**src/rtl/retry_pkg.sv**
```systemverilog
package retry_pkg;
  typedef enum logic [2:0] {
    ST_IDLE  = 3'd0,
    ST_POR   = 3'd1,
    ST_RUN   = 3'd2,
    ST_LIMIT = 3'd3,
    ST_COOL  = 3'd4,
    ST_PROBE = 3'd5,
    ST_LATCH = 3'd6
  } rg_state_e;
endpackage

```
**src/rtl/rg_phase_timer.sv**
```systemverilog
module rg_phase_timer #(
  parameter int PRESCALE = 1000,
  parameter int TICK_W   = 12
) (
  input  logic              clk,
  input  logic              rst,
  input  logic              restart,
  input  logic [TICK_W-1:0] target,
  output logic              done
);
  logic tick;
  logic [TICK_W-1:0] ticks;

  generate
    if (PRESCALE > 1) begin : g_div
      localparam int PS_W = $clog2(PRESCALE);
      localparam logic [PS_W-1:0] PS_LAST = PS_W'(PRESCALE - 1);
      logic [PS_W-1:0] div;
      always_ff @(posedge clk) begin
        if (rst || restart) div <= '0;
        else if (div == PS_LAST) div <= '0;
        else div <= div + 1'b1;
      end
      assign tick = (div == PS_LAST);
    end else begin : g_nodiv
      assign tick = 1'b1;
    end
  endgenerate

  assign done = (ticks == target);

  always_ff @(posedge clk) begin
    if (rst || restart) ticks <= '0;
    else if (tick && !done) ticks <= ticks + 1'b1;
  end

  assert_timer_bounded_R5: assert property (@(posedge clk) disable iff (rst)
    (!restart && done) |=> (ticks == $past(ticks)));
endmodule

```
**src/rtl/rg_fault_tally.sv**
```systemverilog
module rg_fault_tally #(
  parameter int LIMIT = 7,
  parameter int CNT_W = 3
) (
  input  logic             clk,
  input  logic             rst,
  input  logic             bump,
  input  logic             clear,
  output logic [CNT_W-1:0] count,
  output logic             at_last
);
  always_ff @(posedge clk) begin
    if (rst || clear) count <= '0;
    else if (bump && count != CNT_W'(LIMIT)) count <= count + 1'b1;
  end

  assign at_last = (count == CNT_W'(LIMIT - 1));

  assert_no_overflow_R6: assert property (@(posedge clk) disable iff (rst)
    count <= CNT_W'(LIMIT));
  assert_bump_step_R4: assert property (@(posedge clk) disable iff (rst)
    (bump && !clear && count != CNT_W'(LIMIT)) |=> (count == $past(count) + 1'b1));
endmodule

```
**src/rtl/retry_gate_ctrl.sv**
```systemverilog
module retry_gate_ctrl
  import retry_pkg::*;
#(
  parameter int PRESCALE       = 1000,
  parameter int POR_TICKS      = 10,
  parameter int ON_TICKS_SHORT = 14,
  parameter int ON_TICKS_LONG  = 56,
  parameter int DUTY_NUM       = 3,
  parameter int DUTY_DEN       = 100,
  parameter int FAULT_LIMIT    = 7,
  localparam int CNT_W         = $clog2(FAULT_LIMIT + 1)
) (
  input  logic             clk,
  input  logic             rst,
  input  logic             win_ok,
  input  logic             ilim_active,
  input  logic             on_sel,
  output logic             gate_en,
  output logic             latched_off,
  output logic [CNT_W-1:0] fault_count,
  output logic             fault_pulse
);
  localparam int OFF_SHORT = ON_TICKS_SHORT * DUTY_DEN / DUTY_NUM;
  localparam int OFF_LONG  = ON_TICKS_LONG * DUTY_DEN / DUTY_NUM;
  localparam int MAX_A     = (OFF_SHORT > OFF_LONG) ? OFF_SHORT : OFF_LONG;
  localparam int MAX_T     = (MAX_A > POR_TICKS) ? MAX_A : POR_TICKS;
  localparam int TICK_W    = $clog2(MAX_T + 1);

  rg_state_e st, st_nxt;
  logic [TICK_W-1:0] target;
  logic done, fault_evt, clean_probe, latch_clear, at_last;

  always_comb begin
    unique case (st)
      ST_POR:              target = TICK_W'(POR_TICKS);
      ST_LIMIT, ST_PROBE:  target = on_sel ? TICK_W'(ON_TICKS_LONG) : TICK_W'(ON_TICKS_SHORT);
      ST_COOL:             target = on_sel ? TICK_W'(OFF_LONG) : TICK_W'(OFF_SHORT);
      default:             target = '0;
    endcase
  end

  assign fault_evt   = win_ok && ilim_active && done && (st == ST_LIMIT || st == ST_PROBE);
  assign clean_probe = win_ok && !ilim_active && done && (st == ST_PROBE);
  assign latch_clear = !win_ok && (st == ST_LATCH);

  always_comb begin
    st_nxt = st;
    if (!win_ok) st_nxt = ST_IDLE;
    else begin
      unique case (st)
        ST_IDLE:  st_nxt = ST_POR;
        ST_POR:   if (done) st_nxt = ST_RUN;
        ST_RUN:   if (ilim_active) st_nxt = ST_LIMIT;
        ST_LIMIT: if (!ilim_active) st_nxt = ST_RUN;
                  else if (done) st_nxt = at_last ? ST_LATCH : ST_COOL;
        ST_COOL:  if (done) st_nxt = ST_PROBE;
        ST_PROBE: if (done) st_nxt = ilim_active ? (at_last ? ST_LATCH : ST_COOL) : ST_RUN;
        ST_LATCH: st_nxt = ST_LATCH;
        default:  st_nxt = ST_IDLE;
      endcase
    end
  end

  always_ff @(posedge clk) begin
    if (rst) begin
      st          <= ST_IDLE;
      gate_en     <= 1'b0;
      latched_off <= 1'b0;
      fault_pulse <= 1'b0;
    end else begin
      st          <= st_nxt;
      gate_en     <= (st_nxt == ST_RUN) || (st_nxt == ST_LIMIT) || (st_nxt == ST_PROBE);
      latched_off <= (st_nxt == ST_LATCH);
      fault_pulse <= fault_evt;
    end
  end

  rg_phase_timer #(.PRESCALE(PRESCALE), .TICK_W(TICK_W)) u_timer (
    .clk(clk), .rst(rst), .restart(st_nxt != st), .target(target), .done(done)
  );

  rg_fault_tally #(.LIMIT(FAULT_LIMIT), .CNT_W(CNT_W)) u_tally (
    .clk(clk), .rst(rst), .bump(fault_evt), .clear(clean_probe || latch_clear),
    .count(fault_count), .at_last(at_last)
  );

  assert_window_drop_R2: assert property (@(posedge clk) disable iff (rst)
    !win_ok |=> !gate_en);
  assert_latch_gate_low_R6: assert property (@(posedge clk) disable iff (rst)
    latched_off |-> !gate_en);
  assert_pulse_single_R4: assert property (@(posedge clk) disable iff (rst)
    fault_pulse |=> !fault_pulse);
  assert_latch_hold_R8: assert property (@(posedge clk) disable iff (rst)
    (latched_off && win_ok) |=> latched_off);
  assert_fault_gate_off_R4: assert property (@(posedge clk) disable iff (rst)
    $rose(fault_pulse) |-> !gate_en);
endmodule

```
**config.mk**
```make
export PLATFORM = sky130hd
export DESIGN_NAME = retry_gate_ctrl
export DESIGN_NICKNAME = d
export VERILOG_FILES = /design/src/rtl/retry_pkg.sv /design/src/rtl/rg_phase_timer.sv /design/src/rtl/rg_fault_tally.sv /design/src/rtl/retry_gate_ctrl.sv
export SDC_FILE = /design/constraint.sdc
export NUM_CORES = 1
export LEC_CHECK = 0
export BUFFER_PORTS_ARGS = -buffer_cell sky130_fd_sc_hd__buf_2
export CAP_MARGIN = 30
export CORE_MARGIN = 3
export CORE_UTILIZATION = 40
export CTS_CLUSTER_DIAMETER = 120
export DETAILED_ROUTE_END_ITERATION = 7
export HOLD_SLACK_MARGIN = 0.05
export SLEW_MARGIN = 20
export SYNTH_ARGS = -nofsm -noshare
export SYNTH_HDL_FRONTEND = slang
export SYNTH_SLANG_ARGS = --single-unit
```
**constraint.sdc**
```tcl
create_clock -name clk -period 3.9 [get_ports clk]
set_input_delay 0.975 -clock clk [delete_from_list [all_inputs] [get_ports clk]]
set_output_delay 0.975 -clock clk [all_outputs]
set_load 0.02 [all_outputs]
```
Yosys cells after proc, flatten, opt, wreduce, memory -nomap -nowiden
Index checks and enable logic that the tools add are counted.
{"block": "classes", "add_sub_neg": 3, "n_eq_ne": 15, "muxes": 13, "n_reduce_logical": 21}
{"operator": "$pmux 11 s3", "count": 1}
{"operator": "$mux 3", "count": 8}
{"operator": "$pmux 3 s7", "count": 1}
{"operator": "$eq 3x3->1 const B", "count": 6}
{"operator": "$eq 3x2->1 const B", "count": 4}
{"operator": "$add 11x1->11 const B", "count": 1}
{"operator": "$eq 11x11->1", "count": 1}
{"operator": "$mux 11", "count": 1}
{"operator": "$add 10x1->10 const B", "count": 1}
{"operator": "$eq 10x10->1 const B", "count": 1}
{"operator": "$logic_and 1x1->1", "count": 9}
{"operator": "$logic_or 1x1->1", "count": 6}
{"operator": "$mux 6", "count": 1}
{"operator": "$reduce_or 2->1", "count": 2}
{"operator": "$add 3x1->3 const B", "count": 1}
{"operator": "$eq 3x1->1 const B", "count": 1}
{"operator": "$logic_not 1->1", "count": 3}
{"operator": "$logic_not 3->1", "count": 1}
{"operator": "$ne 3x3->1", "count": 1}
{"operator": "$ne 3x3->1 const B", "count": 1}
{"operator": "$mux 2", "count": 1}
{"block": "totals", "reg_bits": 30, "input_bits": 5, "output_inout_bits": 6, "wordCells": 59}

Depth between registers and ports, before layout
{"block": "logic_depth", "word_depth": 11, "mapped_depth": 9, "depth_no_buf": 7}

Modules after synthesis
Synthesis repeated with hierarchy kept, for this count alone.
{"block": "unflattened", "hier_cells": 204, "hier_area_um2": 1757.9}
{"module": "rg_phase_timer", "instances": 1, "cells_each": 123, "area_per_inst_um2": 1101.1, "seq_area_each_um2": 420.4}
{"module": "retry_gate_ctrl", "instances": 1, "cells_each": 66, "area_per_inst_um2": 485.5, "seq_area_each_um2": 120.1}
{"module": "rg_fault_tally", "instances": 1, "cells_each": 15, "area_per_inst_um2": 171.4, "seq_area_each_um2": 60.1}

Least setup slack after synthesis
Ideal clock, no wire load.
{"block": "synth_timing", "path_type": "input -> register", "startpoint": "input port on_sel", "endpoint": "register st[2]", "setup_ns": 0.074, "arrival_time_ns": 2.613, "t_required_ns": 3.826, "path_slack_ns": 1.212, "cell_stages": 7, "n_path_buf": 1, "path_cell_list": "buf_4 nor4b_1 o211ai_1 a221oi_2 nand3_4 or4_1 a31oi_1"}
{"block": "synth_via", "elab_chain_len": 7, "word_cells_on_any_way": 11, "classes_between": "eq/ne: 1; mux: 10"}
{"element": "from (decl)", "line_no": "retry_gate_ctrl.sv:17", "rtl": "input logic on_sel,"}
{"element": "$mux 6 / $mux 11 (equally long branches)", "line_no": "retry_gate_ctrl.sv:36, retry_gate_ctrl.sv:37"}
{"element": "$pmux 11 s3 (*)", "line_no": "retry_gate_ctrl.sv:34", "rtl": "unique case (st)"}
{"element": "$eq 11x11->1 (*)", "line_no": "rg_phase_timer.sv:30", "rtl": "assign done = (ticks == target);"}
{"element": "$mux 3", "line_no": "retry_gate_ctrl.sv:55", "rtl": "else if (done) st_nxt = at_last ? ST_LATCH : ST_COOL;"}
{"element": "$mux 3", "line_no": "retry_gate_ctrl.sv:54", "rtl": "ST_LIMIT: if (!ilim_active) st_nxt = ST_RUN;"}
{"element": "$pmux 3 s7 (*)", "line_no": "retry_gate_ctrl.sv:50", "rtl": "unique case (st)"}
{"element": "$mux 3 (*)", "line_no": "retry_gate_ctrl.sv:48", "rtl": "if (!win_ok) st_nxt = ST_IDLE;"}
{"element": "to (signal assigned)", "line_no": "retry_gate_ctrl.sv:71", "rtl": "st <= st_nxt;"}
{"element": "to (decl)", "line_no": "retry_gate_ctrl.sv:29", "rtl": "rg_state_e st, st_nxt;"}
Every way passes the cells marked *; elsewhere a longest branch is shown, timed or not.
A chain may end at the register's enable or synchronous reset.

Worst setup path after layout
{"block": "layout_timing", "startpoint": "register st[1]", "endpoint": "register u_timer.ticks[6]"}
{"block": "layout_via", "elab_chain_len": 10, "word_cells_on_any_way": 22, "classes_between": "eq/ne: 8; mux: 9; reduce/logical: 5"}
{"element": "$eq 3x2->1 / $eq 3x3->1 (equally long branches)", "line_no": "retry_gate_ctrl.sv:34, retry_gate_ctrl.sv:50"}
{"element": "$reduce_or 2->1", "line_no": "retry_gate_ctrl.sv:34"}
{"element": "$pmux 11 s3", "line_no": "retry_gate_ctrl.sv:34"}
{"element": "$eq 11x11->1", "line_no": "rg_phase_timer.sv:30"}
{"element": "$mux 3", "line_no": "retry_gate_ctrl.sv:55"}
{"element": "$mux 3", "line_no": "retry_gate_ctrl.sv:54"}
{"element": "$pmux 3 s7", "line_no": "retry_gate_ctrl.sv:50"}
{"element": "$mux 3", "line_no": "retry_gate_ctrl.sv:48"}
{"element": "$ne 3x3->1", "line_no": "retry_gate_ctrl.sv:79", "rtl": ".clk(clk), .rst(rst), .restart(st_nxt != st), .target(target), .done(done)"}
{"element": "$logic_or 1x1->1", "line_no": "rg_phase_timer.sv:33", "rtl": "if (rst || restart) ticks <= '0;"}
{"element": "to (signal assigned)", "line_no": "rg_phase_timer.sv:34", "rtl": "else if (tick && !done) ticks <= ticks + 1'b1;"}
{"element": "to (decl)", "line_no": "rg_phase_timer.sv:12", "rtl": "logic [TICK_W-1:0] ticks;"}
Parallel ways exist; a longest one is shown, timed or not.

==> impl_metrics.tcl <==
set metrics [dict create \
    ant_nets 0 \
    yosysWarningCount 0 \
    tns_ps 0 \
    overflow 0 \
    grt_pass1_wl_mm 7.22 \
    die_w_um 75.6 \
    insertion_delay_ps 280 \
    n_fill_cell 459 \
    finClkSkew_ps 5.42 \
    antennaDiodeCount 0 \
    hold_class "reg -> reg" \
    final_cell_mix "dfxtp_1, nor2_1, a21oi_1" \
    core_area_um2 4500 \
    outcome "complete, no violations" \
    slowest_delay_ps 760 \
    clockRootBuffer "clkbuf_8" \
    postCtsSetupBuffers 0 \
    dieArea_um2 5720 \
    tightest_slew_ps 843 \
    grt_setup_unrepaired "false" \
    avgViaCountPerCell 5.90 \
    critPathLaunchType "flop" \
    final_common_cell "dfxtp_1" \
    synth_edf_count 0 \
    clk_pin_slew_ps 70 \
    synth_seq_cells 30 \
    rows 24 \
    post_cts_resized 0 \
    finalHoldViolations 0 \
    maxCapViolCount 0 \
    drt_iter0_markers 113 \
    setup_violations 0 \
    syn_area_per_cell_um2 8.29 \
    irDropWorstVdd_mv 0.232 \
    path_class "reg -> reg" \
    worst_path_max_delay_cell "dfxtp_1" \
    end_kind "flop" \
    nets 247 \
    track_usage_pct 16.5 \
    powerDensity_nw_per_um2 323 \
    routed_wirelength_mm 4.05 \
    seqCellArea_um2 601 \
    max-slew-margin-rel_pct 43.7 \
    drt-wirelength-per-cell_um 14.0 \
    netlist_instances 234 \
    yosysSeqAreaShare_pct 31.0 \
    final_max_slew_viol_count 0 \
    htree_levels 2 \
    cts_tree "built" \
    syn-num-nets 244 \
    syn2layout_area_growth_pct 7.03 \
    die_h_um 75.6 \
    synth_top_area_share_pct 31.0 \
    layout-drive-gt1-share_pct 13.0 \
    cp_cell_sequence "xor2_1 -> a32o_1 -> o32ai_2 -> o31ai_4 -> or4_1 -> a21oi_1" \
    synth.largest_area_cell "dfxtp_1" \
    crit_path_max_fanout 20 \
    gp_congestion 0.810 \
    arrival_ps 2900 \
    critPathRequiredTime_ps 4110 \
    route.vias.total 1711 \
    synth_async_sr_flop_share_pct 0 \
    io_buffers 10 \
    whs_ps 464 \
    grt_pass1_vias 1562 \
    max_freq_mhz 372 \
    grt_max_degree 26 \
    min_period_ps 2690 \
    antenna_found_initial 0 \
    multiInputGateArea_um2 1210 \
    pin_count 11 \
    drtPass1Iterations 5 \
    fin_crit_sh_pct 69.0 \
    cts_sinks 30 \
    cts_hold_buf 0 \
    synth_area_leaders "dfxtp_1, a21oi_1, nor2_1, o21ai_0, ha_1" \
    initial_core_util_pct 43.1 \
    drc 0 \
    dp_hpwl_mm 2.79 \
    clk_path_buf_depth 2 \
    netlist_area_um2 1940 \
    yosys_most_used_dff "dfxtp_1" \
    leakage_uw 0.000662 \
    synth_cell_types 56 \
    numCtsBuffers 5 \
]
-- per-layer routing --
metal | GRT usage, % | vias to the layer above | part of all wire, %
met4 | 5.83 | 0 | 0.82
met1 | 23.2 | 798 | 52
li1 | - | 881 | -
met5 | 0 | - | 0
met2 | 24.4 | 28 | 43
met3 | 4.35 | 4 | 3.7
-- critical path, delay by kind of cell (launching register included) --
kind | cells | cell delay [ps]
AO/OA/AOI/OAI | 4 | 1040
XOR/XNOR | 1 | 280
flip-flops | 1 | 760
AND/OR/NAND/NOR | 1 | 530
-- path summary, 6_finish.rpt --
path	from	endpoint	slack (ps)	depth (start not counted)
worst max-delay path	st[1]	u_timer.ticks[6]	1210	6
worst min-delay path	u_timer.g_div.div[0]	u_timer.g_div.div[0]	460	1
worst max register to register	st[1]	u_timer.ticks[6]	1210	6
worst min register to register	u_timer.g_div.div[0]	u_timer.g_div.div[0]	460	1
-- cells in the mapped netlist, types with 3 or more instances --
library cell / count
dfxtp_1: 30
nor2_1: 20
a21oi_1: 16
nand2_1: 13
o21ai_0: 13
nand3_1: 12
nor3_1: 11
or3_1: 8
buf_2: 7
inv_1: 7
xor2_1: 6
buf_4: 5
ha_1: 5
nand4_1: 4
nor2b_1: 4
o21a_1: 4
xnor2_1: 4
a21boi_0: 3
and4_1: 3
nand2b_1: 3
nand4b_1: 3
o21ai_1: 3
o31ai_1: 3
or3b_1: 3
or4_1: 3
-- sequential cells by signal (all words and copies together), names as in the netlist --
register and count:
fault_pulse 1, gate_en 1, latched_off 1, st 3
u_tally.count 3, u_timer.g_div.div 10, u_timer.ticks 11
-- report_power, final --
part	internal, µW	switching (µW)	total [µW]
clock network	188	125	313
logic	14.8	27.2	42.0
registers	309	7.47	316
-- cell families after synthesis --
logic type,after synthesis,synth area share [%]
and+or+nand+nor,103,31.7
AOI/OAI and AO/OA,63,22.9
DFF,30,31.0
buffers and inverters,23,6.65
xor gates and xnor gates,10,4.52
adders and majority gates,5,3.23
-- area by class of cell --
type	instances	share of cell area (%)
Multi-Input combinational cell	181	58.3
Sequential cell	30	28.9
Clock buffer	5	3.32
Timing Repair Buffer	12	3.13
Tap cell	52	3.13
Clock inverter	3	1.93
Inverter	7	1.27
-- stage by stage --
stage | worst slack (ps) | power [µW] | util, % | instances | area (µm²)
6_report | 1210 | 671 | 46.1 | 290 | 2080
5_1_grt | 991 | 700 | 46.1 | 290 | 2080
4_1_cts | 1210 | 683 | 46.1 | 290 | 2080
3_5_place_dp | 913 | 366 | 43.7 | 282 | 1970
3_3_place_gp | 971 | 366 | 43.7 | 282 | 1970
2_1_floorplan | 1210 | 357 | - | 234 | 1940
Note: power is estimated with default switching activity, not from simulation.
